**src/rtl/bws_pkg.sv**
```systemverilog
`timescale 1ns/1ps
package bws_pkg;

    typedef enum logic [1:0] {
        ST_IDLE = 2'd0,
        ST_RUN  = 2'd1,
        ST_TAIL = 2'd2
    } seq_state_t;

    // Number of cycles a write spans even with no programmed wait.
    localparam int WR_FLOOR = 2;
    // Number of cycles a read spans with no programmed wait.
    localparam int RD_FLOOR = 1;

endpackage

```
**src/rtl/bws_plen.sv**
```systemverilog
`timescale 1ns/1ps
// Programmed access length and base (non-wait) length for the captured settings.
module bws_plen #(
    parameter int WC_W  = 3,
    parameter int CNT_W = 8
) (
    input  logic [WC_W-1:0]  wc,
    input  logic             is_wr,
    output logic [CNT_W-1:0] plen,
    output logic [CNT_W-1:0] base
);
    import bws_pkg::*;

    localparam logic [CNT_W-1:0] RD_BASE = CNT_W'(RD_FLOOR);
    localparam logic [CNT_W-1:0] WR_BASE = CNT_W'(WR_FLOOR);

    logic [CNT_W-1:0] raw_len;

    always_comb begin
        raw_len = CNT_W'(wc) + RD_BASE;
        if (is_wr) begin
            base = WR_BASE;
            plen = (raw_len < WR_BASE) ? WR_BASE : raw_len;
        end else begin
            base = RD_BASE;
            plen = raw_len;
        end
    end

endmodule

```
**src/rtl/bws_endchk.sv**
```systemverilog
`timescale 1ns/1ps
// Decides, for the running cycle, whether the access ends or moves to the write tail.
module bws_endchk #(
    parameter int CNT_W = 8
) (
    input  logic [CNT_W-1:0] cnt,
    input  logic [CNT_W-1:0] plen,
    input  logic             is_wr,
    input  logic             stretched,
    input  logic             ext_wait_n,
    output logic             at_end,
    output logic             finish,
    output logic             to_tail,
    output logic             hold
);
    always_comb begin
        at_end  = (cnt >= plen);
        hold    = at_end && !ext_wait_n;
        finish  = at_end && ext_wait_n && (!is_wr || !stretched);
        to_tail = at_end && ext_wait_n && is_wr && stretched;
    end

endmodule

```
**src/rtl/bws_seq.sv**
```systemverilog
`timescale 1ns/1ps
module bws_seq #(
    parameter int WC_W  = 3,
    parameter int CNT_W = 8
) (
    input  logic             clk,
    input  logic             rst,
    input  logic             req,
    input  logic             req_write,
    input  logic [WC_W-1:0]  wait_cfg,
    input  logic             ext_wait_n,
    output logic             rd_n,
    output logic             wr_n,
    output logic [CNT_W-1:0] cyc_num,
    output logic             in_wait,
    output logic             done
);
    import bws_pkg::*;

    localparam logic [CNT_W-1:0] CNT_MAX = {CNT_W{1'b1}};
    localparam logic [CNT_W-1:0] CNT_ONE = CNT_W'(1);

    typedef struct packed {
        seq_state_t       st;
        logic             is_wr;
        logic [WC_W-1:0]  wc;
        logic [CNT_W-1:0] cnt;
        logic             stretched;
    } seq_regs_t;

    seq_regs_t q, d;

    logic [CNT_W-1:0] plen;
    logic [CNT_W-1:0] base;
    logic             at_end;
    logic             fin_run;
    logic             go_tail;
    logic             hold_run;
    logic             busy;
    logic [CNT_W-1:0] cnt_inc;

    bws_plen #(.WC_W(WC_W), .CNT_W(CNT_W)) u_plen (
        .wc    (q.wc),
        .is_wr (q.is_wr),
        .plen  (plen),
        .base  (base)
    );

    bws_endchk #(.CNT_W(CNT_W)) u_end (
        .cnt        (q.cnt),
        .plen       (plen),
        .is_wr      (q.is_wr),
        .stretched  (q.stretched),
        .ext_wait_n (ext_wait_n),
        .at_end     (at_end),
        .finish     (fin_run),
        .to_tail    (go_tail),
        .hold       (hold_run)
    );

    assign busy    = (q.st != ST_IDLE);
    assign cnt_inc = (q.cnt == CNT_MAX) ? CNT_MAX : q.cnt + CNT_ONE;

    always_comb begin
        d = q;
        unique case (q.st)
            ST_IDLE: begin
                d.cnt       = '0;
                d.stretched = 1'b0;
                if (req) begin
                    d.st    = ST_RUN;
                    d.is_wr = req_write;
                    d.wc    = wait_cfg;
                    d.cnt   = CNT_ONE;
                end
            end
            ST_RUN: begin
                if (fin_run) begin
                    d.st  = ST_IDLE;
                    d.cnt = '0;
                end else begin
                    d.cnt = cnt_inc;
                    if (go_tail) begin
                        d.st = ST_TAIL;
                    end
                    if (hold_run) begin
                        d.stretched = 1'b1;
                    end
                end
            end
            ST_TAIL: begin
                d.st        = ST_IDLE;
                d.cnt       = '0;
                d.stretched = 1'b0;
            end
            default: begin
                d.st  = ST_IDLE;
                d.cnt = '0;
            end
        endcase
    end

    always_ff @(posedge clk) begin
        if (rst) begin
            q.st        <= ST_IDLE;
            q.is_wr     <= 1'b0;
            q.wc        <= '0;
            q.cnt       <= '0;
            q.stretched <= 1'b0;
        end else begin
            q <= d;
        end
    end

    assign rd_n    = !(busy && !q.is_wr);
    assign wr_n    = !(busy && q.is_wr);
    assign cyc_num = q.cnt;
    assign in_wait = busy && (q.cnt > base);
    assign done    = (q.st == ST_TAIL) || ((q.st == ST_RUN) && fin_run);

    // Captured wait setting, exposed for the bound checker.
    logic [WC_W-1:0] wc_lat;
    assign wc_lat = q.wc;

endmodule

```
**config.mk**
```make
export PLATFORM = sky130hd
export DESIGN_NAME = bws_seq
export DESIGN_NICKNAME = d
export VERILOG_FILES = /design/src/rtl/bws_pkg.sv /design/src/rtl/bws_plen.sv /design/src/rtl/bws_endchk.sv /design/src/rtl/bws_seq.sv
export SDC_FILE = /design/constraint.sdc
export NUM_CORES = 1
export LEC_CHECK = 0
export BUFFER_PORTS_ARGS = -buffer_cell sky130_fd_sc_hd__buf_2
export CORE_MARGIN = 4
export CORE_UTILIZATION = 25
export CTS_CLUSTER_SIZE = 30
export DETAILED_ROUTE_END_ITERATION = 12
export PLACE_DENSITY = 0.51
export RECOVER_POWER = 50
export SYNTH_ARGS = -nofsm -noshare
export SYNTH_HDL_FRONTEND = slang
export SYNTH_SLANG_ARGS = --single-unit
```
**constraint.sdc**
```tcl
create_clock -name clk -period 5.7 [get_ports clk]
set_input_delay 1.14 -clock clk [delete_from_list [all_inputs] [get_ports clk]]
set_output_delay 1.14 -clock clk [all_outputs]
set_load 0.1 [all_outputs]
```
## After elaboration in Yosys (flattened, before gate mapping)

Cells that the tools add are included.

| storage, ports and cells | value |
|---|---|
| bits in registers | 15 |
| output and inout port bits | 12 |
| word-level logic and storage cells | 53 |

| operators by class | value |
|---|---|
| reduce and logical (&&, ||, !) cells | 23 |
| equal/unequal tests | 7 |
| add/subtract/negate cells | 2 |
| multiplexer cells | 13 |
| order comparisons | 3 |

Operators by type and width:

| kind | number |
|---|---|
| 8-bit two-way mux | 4 |
| 8-bit one-hot mux with 2 select lines | 1 |
| 14-bit two-way mux | 1 |
| 1-bit logical AND | 9 |
| 8-bit by 1-bit adder with 8-bit output, second input constant | 1 |
| 8-bit == test, second input constant | 1 |
| 8-bit greater-or-equal comparator | 1 |
| 8-bit > comparator | 1 |
| 8-bit by 2-bit < comparator with 1-bit output, second input constant | 1 |
| 2-bit two-way mux | 3 |
| 2-bit inequality test, second input constant | 3 |
| 1-bit zero test | 5 |
| 3-bit by 1-bit adder with 4-bit output, second input constant | 1 |
| 2-bit one-hot mux with 2 select lines | 1 |
| 2-bit AND reduction | 2 |
| 2-bit nonzero test | 2 |
| 3-bit inequality test, second input constant | 1 |
| 3-bit AND reduction | 1 |
| 2-bit by 1-bit == test with 1-bit output, second input constant | 1 |
| 2-bit == test, second input constant | 1 |
| 2-bit zero test | 1 |
| 1-bit logical OR | 2 |
| 1-bit two-way mux | 2 |
| 1-bit one-hot mux with 2 select lines | 1 |
| 2-bit OR reduction | 1 |

## Longest topological paths before layout

Gate-level depths: netlist of the first run.

| depth | value |
|---|---|
| depth after elaboration | 11 |
| mapped depth | 8 |
| depth with buffers taken out | 8 |

## Modules after synthesis

From an unflattened synthesis of the first run, not the netlist that was laid out.

| second synthesis, totals | value |
|---|---|
| cells, all modules | 164 |
| area total of the unflattened synthesis | 1305.0 um^2 |

Modules (own cells, without submodules):

| module | times used | cells each | area an instance (um^2) |
|---|---|---|---|
| bws_seq | 1 | 111 | 925.9 |
| bws_endchk | 1 | 32 | 222.7 |
| bws_plen | 1 | 21 | 156.4 |

## Worst setup path before layout of the first run

No wires, ideal clock.

| timing path | value |
|---|---|
| kind | flip-flop to output port |
| start point | register wc_lat[0] (netlist name) |
| end point | output port done |
| data required time | 4.560 ns |
| path buffers | 0 |
| path slack | 1.564 ns |
| stages on the path, launching flop included | 9 |
| data arrival time | 2.996 ns |
| path through | dfxtp_1 -> ha_1 -> xnor2_1 -> a31oi_1 -> ha_1 -> o211ai_1 -> o211ai_2 -> nand2_1 -> o22ai_1 |

| between the ends | value |
|---|---|
| longest elaborated chain between the ends | 9 |

Ends and longest elaborated chain:

| element | line | text |
|---|---|---|
| 3-bit by 1-bit adder with 4-bit output (*) | bws_plen.sv:20 | `raw_len = CNT_W'(wc) + RD_BASE;` |
| 8-bit by 2-bit < comparator with 1-bit output | bws_plen.sv:23 | `plen = (raw_len < WR_BASE) ? WR_BASE : raw_len;` |
| 8-bit two-way mux | bws_plen.sv:23 |  |
| 8-bit two-way mux (*) | bws_plen.sv:21 | `if (is_wr) begin` |
| 8-bit greater-or-equal comparator (*) | bws_endchk.sv:17 | `at_end = (cnt >= plen);` |
| 1-bit logical AND (*) (2 in a row) | bws_endchk.sv:19 | `finish = at_end && ext_wait_n && (!is_wr \|\| !stretched);` |
| 1-bit logical AND (*) | bws_seq.sv:119 | `assign done = (q.st == ST_TAIL) \|\| ((q.st == ST_RUN) && fin_run);` |
| 1-bit logical OR (*) | bws_seq.sv:119 |  |
| to (decl) | bws_seq.sv:16 | `output logic done` |

Every way passes the cells marked *; elsewhere a longest branch is shown, timed or not.

## Worst setup path in the final report of the first run

| timing path | value |
|---|---|
| start point | register wc_lat[0] (netlist name) |
| end point | output port done |

| between the ends | value |
|---|---|
| longest elaborated chain between the ends | 9 |

Ends and longest elaborated chain:

| element | line |
|---|---|
| 3-bit by 1-bit adder with 4-bit output (*) | bws_plen.sv:20 |
| 8-bit by 2-bit < comparator with 1-bit output | bws_plen.sv:23 |
| 8-bit two-way mux | bws_plen.sv:23 |
| 8-bit two-way mux (*) | bws_plen.sv:21 |
| 8-bit greater-or-equal comparator (*) | bws_endchk.sv:17 |
| 1-bit logical AND (*) (2 in a row) | bws_endchk.sv:19 |
| 1-bit logical AND (*) | bws_seq.sv:119 |
| 1-bit logical OR (*) | bws_seq.sv:119 |

Marked as above.

==> impl_metrics.tcl, run 1 <==
set metrics [dict create \
    synthCells 106 \
    cts_buffers 3 \
    synth_edf_count 0 \
    cts_tree "yes" \
    crit_slowest_cell "buf_2" \
    synthTopCellsByArea "dfxtp_1, ha_1, buf_4" \
    cp.required_ns 4.56 \
    vias 774 \
    vias_per_cell 4.66 \
    rows 21 \
    grt_pass1_wl_um 3270 \
    ir_drop_v 0.0000652 \
    fin_setup_tns_ns 0 \
    synth_fp_nets 122 \
    drv_slew 0 \
    drtPass1Iterations 6 \
    antennaDiodeCount 0 \
    grt_setup_unrepaired "no" \
    relSlewSlack_pct 22.2 \
    end_kind "output pin" \
    die_h_um 68.2 \
    yosysWarnings 0 \
    cts_setup_buffers 0 \
    overflow 0 \
    fmax_mhz 263 \
    drtIter0Drc 18 \
    die-width_um 68.2 \
    startpoint_type "flop" \
    cp.arrival_ns 2.66 \
    synth_top_cell_by_area "dfxtp_1" \
    drv_cap 0 \
    io_buffers 19 \
    yosys-top-cells-count "dfxtp_1, nand3_1, a21oi_1" \
    cpLargestDelayFamily "compound AO/OA/AOI/OAI gates" \
    placed_area_um2 996 \
    synth-seq-cells 15 \
    cts_resized 0 \
    htree_levels 1 \
    start_util_pct 26.6 \
    critPathBufInv 1 \
    dp_slack_ns 2.33 \
    synth_compound_area_share_pct 18.1 \
    grt_max_degree 9 \
    cts-hold-fix-buffers 0 \
    hold_class "flop to flop" \
    dp_cells 162 \
    yosysUniqueCellTypes 29 \
    nFillCells 399 \
    wl_per_cell_um 11.5 \
    drc_errors 0 \
    layout_setup_ws_ns 1.90 \
    clk-insertion-delay-late_ns 0.28 \
    top_level_ports 20 \
    grt_antenna_before_repair 0 \
    p_leak_nw 0.372 \
    netlist_area_um2 907 \
    final_antenna_net_count 0 \
    avgSynthCellArea_um2 8.56 \
    cts.sinks 15 \
    fin_crit_sh_pct 66.7 \
    yosys.area.top_type_share_pct 33.1 \
    crit_path_max_fanout 4 \
    place_hpwl_um 1510 \
    clk_pin_slew_ns 0.09 \
    muxShareOfSynthArea_pct 0 \
    synth.most_common_cell "dfxtp_1" \
    critPathMaxStageDelay_ns 0.45 \
    async_flop_share_pct 0 \
    instances_no_fill 166 \
    wirelength_um 1910 \
    powerDensity_nw_per_um2 248 \
    ys_seq_area_share_pct 33.1 \
    place_congestion 0.815 \
    die_area_um2 4660 \
    r2r_setup_slack_ns 3.35 \
    worstMarginPinSlew_ns 1.17 \
    core_um2 3420 \
    clk_path_buf_depth 2 \
    cp_cell_sequence "ha_1, xnor2_1, a31oi_1, ha_1, o211ai_1, o211ai_1, nand2_1, o22ai_1, buf_2" \
    synthSimpleGateAreaFrac_pct 24.4 \
    clock-root-buffer "clkbuf_4" \
    grt_usage_pct 9.17 \
    status "complete, no violations" \
    fin_skew_ns 0.00409 \
    drive_above_1_share_pct 16.7 \
    layout.nets 137 \
    synth-xor-area-share_pct 3.86 \
    period_needed_ns 3.80 \
    syn2layout_area_growth_pct 11.2 \
    finalHoldViolCount 0 \
    fin_area_um2 1010 \
    synth_top_family_by_area "simple AND/OR/NAND/NOR gates" \
    synthAdderAreaFrac_pct 11.0 \
    finalSetupViolCount 0 \
    synthFlopType "dfxtp_1" \
    path_class "flop to output pin" \
    grt_pass1_vias 755 \
]
==> cells in the final DEF, fill, tap and decap left out, types with 2 or more instances in the layout <==
| master | n |
|---|---|
| clkbuf_1 | 8 |
| nand2_1 | 8 |
| o22ai_1 | 2 |
| o21ai_0 | 3 |
| clkbuf_4 | 3 |
| nor2_1 | 8 |
| buf_2 | 12 |
| and3_1 | 2 |
| nand3_1 | 11 |
| xnor2_1 | 2 |
| xor2_1 | 2 |
| dfxtp_1 | 15 |
| o211ai_1 | 2 |
| nor3_1 | 2 |
| a31oi_1 | 4 |
| inv_1 | 6 |
| a21oi_1 | 10 |
| ha_1 | 8 |
| nor3b_1 | 2 |
==> through the flow <==
step           hold WS, ns  power [W]  utilization [%]
2_1_floorplan        0.437   0.000179                -
3_3_place_gp         0.460   0.000192             29.2
3_5_place_dp         0.466   0.000193             29.2
4_1_cts              0.489   0.000256             29.9
5_1_grt              0.525   0.000267             29.5
6_report             0.483   0.000250             29.5
==> worst register-to-register path: cells and delay by family, from the launching register on <==
family / cells / cell delay [ns]
adders and majority gates: 2 / 0.50
DFF: 1 / 0.34
and+or+nand+nor: 1 / 0.22
AOI/OAI and AO/OA: 4 / 0.98
xor gates and xnor gates: 1 / 0.24
==> routing by layer <==
| metal | share of wire (%) | GRT usage, % | vias to the layer above |
|---|---|---|---|
| met5 | 0 | 0 | - |
| met1 | 44 | 11.6 | 356 |
| met2 | 51 | 15.2 | 10 |
| met3 | 3.3 | 0.821 | 2 |
| li1 | - | - | 406 |
| met4 | 1.4 | 5.21 | 0 |
==> power breakdown <==
group / internal [W] / switching (W) / total (W) / leakage (nW)
Sequential: 0.000110 / 0.00000587 / 0.000115 / 0.122
Clock: 0.0000272 / 0.0000344 / 0.0000616 / 0.0150
Combinational: 0.0000202 / 0.0000531 / 0.0000733 / 0.235
==> kinds of logic after synthesis <==
| kind of cell | Yosys count |
|---|---|
| simple gates | 40 |
| compound gates | 24 |
| buf+inv | 15 |
| flops | 15 |
| fa+ha+maj | 8 |
| xor+xnor | 4 |
==> registers in the layout, summed over array words and instances (netlist names) <==
| signal | flops |
|---|---|
| q | 4 |
| cyc_num | 8 |
| wc_lat | 3 |
==> area by class of cell <==
class	instances	area (um2)	area share, %
Clock buffer	4	26.3	2.61
Inverter	6	22.5	2.23
Multi-Input combinational cell	76	515	51.1
Sequential cell	15	300	29.8
Tap cell	46	57.6	5.71
Timing Repair Buffer	19	86.3	8.56
==> path summary, 6_finish.rpt <==
kind,startpoint,depth (start not counted),end
max,wc_lat[0],9,done
min,q[0],2,q[0]
max reg2reg,wc_lat[0],8,cyc_num[4]
min reg2reg,q[0],2,q[0]
Power figures use the tool's default switching activity.
==> run 2, diff against run 1 <==
--- a/config.mk
+++ b/config.mk
@@ -5,6 +5,7 @@
 export SDC_FILE = /design/constraint.sdc
 export NUM_CORES = 1
 export LEC_CHECK = 0
+export ABC_AREA = 1
 export BUFFER_PORTS_ARGS = -buffer_cell sky130_fd_sc_hd__buf_2
 export CORE_MARGIN = 4
 export CORE_UTILIZATION = 25
==> constraint.sdc (replaced) <==
create_clock -name clk -period 3.9 [get_ports clk]
set_input_delay 0.78 -clock clk [delete_from_list [all_inputs] [get_ports clk]]
set_output_delay 0.78 -clock clk [all_outputs]
set_load 0.1 [all_outputs]
==> run 2 against run 1 <==
Hold slack better by 0.0043 ns. Via count up 8.9%. Sequential share of layout area down 2.1 points. Final area up 7.6%. Count of clock-buffer cells in the layout unchanged. Power up 73%. Final cell count up 18%. Critical endpoint unchanged. Largest cell class unchanged. Largest power group unchanged. Highest routed layer is now met3.
==> impl_metrics.tcl, run 2 <==
set metrics [dict create \
    status "complete, no violations" \
    grt_pass1_wl_um 3350 \
    async_flop_share_pct 0 \
    synth-seq-cells 15 \
    synth_fp_nets 149 \
    worstMarginPinSlew_ns 1.17 \
    vias 843 \
    cp.required_ns 3.12 \
    layout.nets 165 \
    synth_top_cell_by_area "dfxtp_1" \
    yosys-top-cells-count "nand2_1, nor2_1, inv_1" \
    grt_setup_unrepaired "no" \
    fmax_mhz 311 \
    grt_pass1_vias 828 \
    htree_levels 1 \
    die-width_um 70.0 \
    path_class "flop to output pin" \
    relSlewSlack_pct 22.2 \
    cts_tree "yes" \
    finalSetupViolCount 0 \
    cts_buffers 3 \
    wl_per_cell_um 9.99 \
    die_area_um2 4890 \
    drtPass1Iterations 4 \
    startpoint_type "flop" \
    synthFlopType "dfxtp_1" \
    drtIter0Drc 35 \
    vias_per_cell 4.30 \
    synthCells 133 \
    clock-root-buffer "clkbuf_8" \
    final_antenna_net_count 0 \
    grt_usage_pct 8.29 \
    cts-hold-fix-buffers 0 \
    clk_path_buf_depth 2 \
    start_util_pct 26.0 \
    end_kind "output pin" \
    ys_seq_area_share_pct 31.3 \
    core_um2 3690 \
    fin_skew_ns 0.00161 \
    yosysUniqueCellTypes 20 \
    io_buffers 19 \
    mostFrequentLayoutCells "nand2_1, nor2_1, inv_1" \
    fin_setup_tns_ns 0 \
    cp.arrival_ns 2.43 \
    grt_max_degree 9 \
    yosys.area.top_type_share_pct 31.3 \
    antennaDiodeCount 0 \
    nFillCells 420 \
    overflow 0 \
    clk_pin_slew_ns 0.06 \
    place_hpwl_um 1630 \
    syn2layout_area_growth_pct 13.0 \
    cts_setup_buffers 0 \
    synth_edf_count 0 \
    cts.sinks 15 \
    finalHoldViolCount 0 \
    largest_reg_flops 8 \
    rows 22 \
    drc_errors 0 \
    synthTopCellsByArea "dfxtp_1, ha_1, nand2_1" \
    clk-insertion-delay-late_ns 0.25 \
    ir_drop_v 0.000295 \
    place_congestion 0.715 \
    grt_antenna_before_repair 0 \
    period_needed_ns 3.21 \
    wirelength_um 1960 \
    top_level_ports 20 \
    die_h_um 70.0 \
    yosysWarnings 0 \
    netlist_area_um2 960 \
    p_leak_nw 0.502 \
    crit_path_max_fanout 4 \
    hold_class "flop to flop" \
    drive_above_1_share_pct 16.2 \
    fin_crit_sh_pct 82.4 \
    cts_resized 0 \
    drv_cap 0 \
    drv_slew 0 \
    powerDensity_nw_per_um2 400 \
    avgSynthCellArea_um2 7.22 \
    whs_ns 0.487 \
]
[run 2: routing by layer]
| layer | vias to the layer above | part of all wire (%) | GRT usage [%] |
|---|---|---|---|
| met1 | 367 | 49 | 9.67 |
| met2 | 24 | 43 | 14.3 |
| met5 | - | 0 | 0 |
| met3 | 0 | 7.8 | 4.03 |
| li1 | 452 | - | - |
| met4 | 0 | 0 | 0.638 |
[run 2: area by class of cell]
cell class,count,area [um2],share of cell area (%)
clock buffer,4,45.0,4.15
inverter,18,67.6,6.23
multi-input combinational,92,527,48.6
sequential,15,300,27.7
tap,48,60.1,5.54
timing repair buffer,19,85.1,7.84
[run 2: kinds of logic (layout without fill, tap and decap cells)]
| kind of cell | after synthesis | after routing | synth area share (%) |
|---|---|---|---|
| and+or+nand+nor | 65 | 65 | 33.5 |
| adders and majority gates | 8 | 8 | 10.4 |
| xor gates and xnor gates | 3 | 3 | 2.74 |
| buffers and inverters | 26 | 41 | 13.3 |
| AOI/OAI and AO/OA | 16 | 16 | 8.74 |
| DFF | 15 | 15 | 31.3 |
[run 2: where the power goes]
part	total, W	leakage, nW	internal, W	switching (W)
sequential	0.000171	0.122	0.000162	0.00000880
combinational	0.000137	0.357	0.0000356	0.000102
clock	0.000125	0.0228	0.0000723	0.0000527
[run 2: through the flow]
stage               util (%)  worst slack [ns]  cells  power (W)  area, um2
floorplan                  -             0.758    133   0.000292        960
global placement        28.6              1.09    192   0.000313       1050
detailed placement      28.6             0.994    192   0.000316       1050
CTS                     29.8             0.714    196   0.000444       1100
global route            29.4             0.417    196   0.000465       1080
finish                  29.4             0.687    196   0.000434       1080
[run 2: worst paths after layout]
| kind | start | endpoint | slack, ns | cells past startpoint |
|---|---|---|---|---|
| max reg2reg | wc_lat[0] | cyc_num[5] | 1.80 | 11 |
| min | q[13] | q[0] | 0.49 | 2 |
| max | wc_lat[0] | done | 0.69 | 11 |
| min reg2reg | q[13] | q[0] | 0.49 | 2 |
[run 2: worst max-delay path: stages (launching register included)]
cell and delay (ns):
dfxtp_1 0.34, ha_1 0.32, nor3_1 0.26, nor2_1 0.08, ha_1 0.30, nand2_1 0.06, nand2_1 0.05, nand2_1 0.05
nand3_1 0.15, nand4_1 0.10, nand2_1 0.07, buf_2 0.41
==> run 3, diff against run 2 <==
==> constraint.sdc (replaced) <==
create_clock -name clk -period 3.3 [get_ports clk]
set_input_delay 0.66 -clock clk [delete_from_list [all_inputs] [get_ports clk]]
set_output_delay 0.66 -clock clk [all_outputs]
set_load 0.1 [all_outputs]
==> run 3 against run 2 <==
First-iteration DRC count shrank 8.6%. Highest routed layer unchanged. Die area unchanged. Critical endpoint unchanged. Via count is 1.1% higher. Utilization is 0.10 points higher. Count of clock-buffer cells in the layout is the same. Critical path type unchanged. Clock power grew 17%. Sequential share of layout area down 0.095 points. Largest cell class unchanged. Non-clock buffer count did not move.
==> impl_metrics.tcl, run 3 (synthesis gave the netlist of run 2 again) <==
set metrics [dict create \
    wirelength_um 1920 \
    cts_buffers 3 \
    fin_skew_ns 0.00287 \
    ir_drop_v 0.000322 \
    finalPower_w 0.000511 \
    internal-power_w 0.000320 \
    die-width_um 70.0 \
    finalSetupViolCount 0 \
    grt_antenna_before_repair 0 \
    grt_usage_pct 8.26 \
    hold_class "flop to flop" \
    critPathMaxStageDelay_ns 0.41 \
    drc_errors 0 \
    r2r_setup_slack_ns 1.28 \
    drtPass1Iterations 4 \
    drv_cap 0 \
    cts-hold-fix-buffers 0 \
    p_sw_w 0.000191 \
    largest_reg_flops 8 \
    p_comb_share_pct 31.9 \
    cts_resized 0 \
    path_class "flop to output pin" \
    finalHoldViolCount 0 \
    place_hpwl_um 1610 \
    crit_slowest_cell "buf_2" \
    mostFrequentLayoutCells "nand2_1, nor2_1, inv_1" \
    period_needed_ns 3.01 \
    grt_max_degree 9 \
    cp.arrival_ns 2.35 \
    cpLargestDelayFamily "simple AND/OR/NAND/NOR gates" \
    seqPwrFrac_pct 39.6 \
    fin_setup_tns_ns 0 \
    p_sw_share_pct 37.4 \
    cts_setup_buffers 0 \
    clk_pin_slew_ns 0.06 \
    die_h_um 70.0 \
    p_leak_nw 0.505 \
    cp_cell_sequence "ha_1, nor3_1, nor2_1, ha_1, nand2_1, nand2_1, nand2_1, nand3_2, nand4_1, nand2_1, buf_2" \
    pwr-share-clk_pct 28.5 \
    core_um2 3690 \
    overflow 0 \
    fmax_mhz 332 \
    drv_slew 0 \
    vias 852 \
    io_buffers 19 \
    vias_per_cell 4.35 \
    dp_slack_ns 0.534 \
    clk_path_buf_depth 2 \
    drive_above_1_share_pct 16.2 \
    powerDensity_nw_per_um2 470 \
    layout_setup_ws_ns 0.290 \
    clk-insertion-delay-late_ns 0.24 \
    nFillCells 414 \
    antennaDiodeCount 0 \
    cts_tree "yes" \
    syn2layout_area_growth_pct 13.4 \
    final_antenna_net_count 0 \
    drtIter0Drc 32 \
    wl_per_cell_um 9.81 \
    grt_pass1_vias 811 \
    place_congestion 0.715 \
    cts.sinks 15 \
    htree_levels 1 \
    layout.nets 165 \
    rows 22 \
    clock-root-buffer "clkbuf_8" \
    crit_path_max_fanout 4 \
    crit_top_cell "nand2_1" \
    status "complete, no violations" \
    relSlewSlack_pct 22.2 \
    end_kind "output pin" \
    critPathBufInv 1 \
    whs_ns 0.489 \
    start_util_pct 26.0 \
    cp.required_ns 2.64 \
    die_area_um2 4890 \
    grt_pass1_wl_um 3350 \
    fin_crit_sh_pct 91.2 \
    worstMarginPinSlew_ns 1.17 \
    startpoint_type "flop" \
    top_level_ports 20 \
    grt_setup_unrepaired "no" \
]
## run 3: worst paths after layout
| path | from | end | cells after the start |
|---|---|---|---|
| setup / recovery | wc_lat[0] | done | 11 |
| hold / removal | q[13] | q[0] | 2 |
| setup reg to reg | wc_lat[0] | cyc_num[5] | 11 |
| hold reg to reg | q[13] | q[0] | 2 |
## run 3: stage by stage
stage | util [%] | std cells | area, um2
6_report | 29.5 | 196 | 1090
5_1_grt | 29.5 | 196 | 1090
4_1_cts | 29.8 | 196 | 1100
3_5_place_dp | 28.6 | 192 | 1050
3_3_place_gp | 28.6 | 192 | 1050
2_1_floorplan | - | 133 | 960
## run 3: worst min-delay path: cells and delay by family, from the launching register on
kind	cells	cell delay, ns
simple gates	1	0.06
buf+inv	1	0.08
flops	1	0.31
## run 3: layout make-up
class	count	area (um2)	area share, %
Inverter	18	67.6	6.21
Clock buffer	4	45.0	4.14
Multi-Input combinational cell	92	532	48.9
Tap cell	48	60.1	5.52
Timing Repair Buffer	19	83.8	7.70
Sequential cell	15	300	27.6
## run 3: power by group through the flow
stage	registers, W	logic [W]	clock network, W
global route	0.000204	0.000184	0.000162
floorplan	0.000203	0.000141	0
detailed placement	0.000206	0.000167	0
finish	0.000202	0.000163	0.000146
CTS	0.000202	0.000167	0.000152
global placement	0.000206	0.000163	0
## run 3: per-layer routing
metal	vias to the layer above	global-route usage, %	wire (um)
li1	453	-	-
met1	375	9.95	933
met2	24	13.7	841
met3	0	4.17	149
met4	0	0.638	0
met5	-	0	0
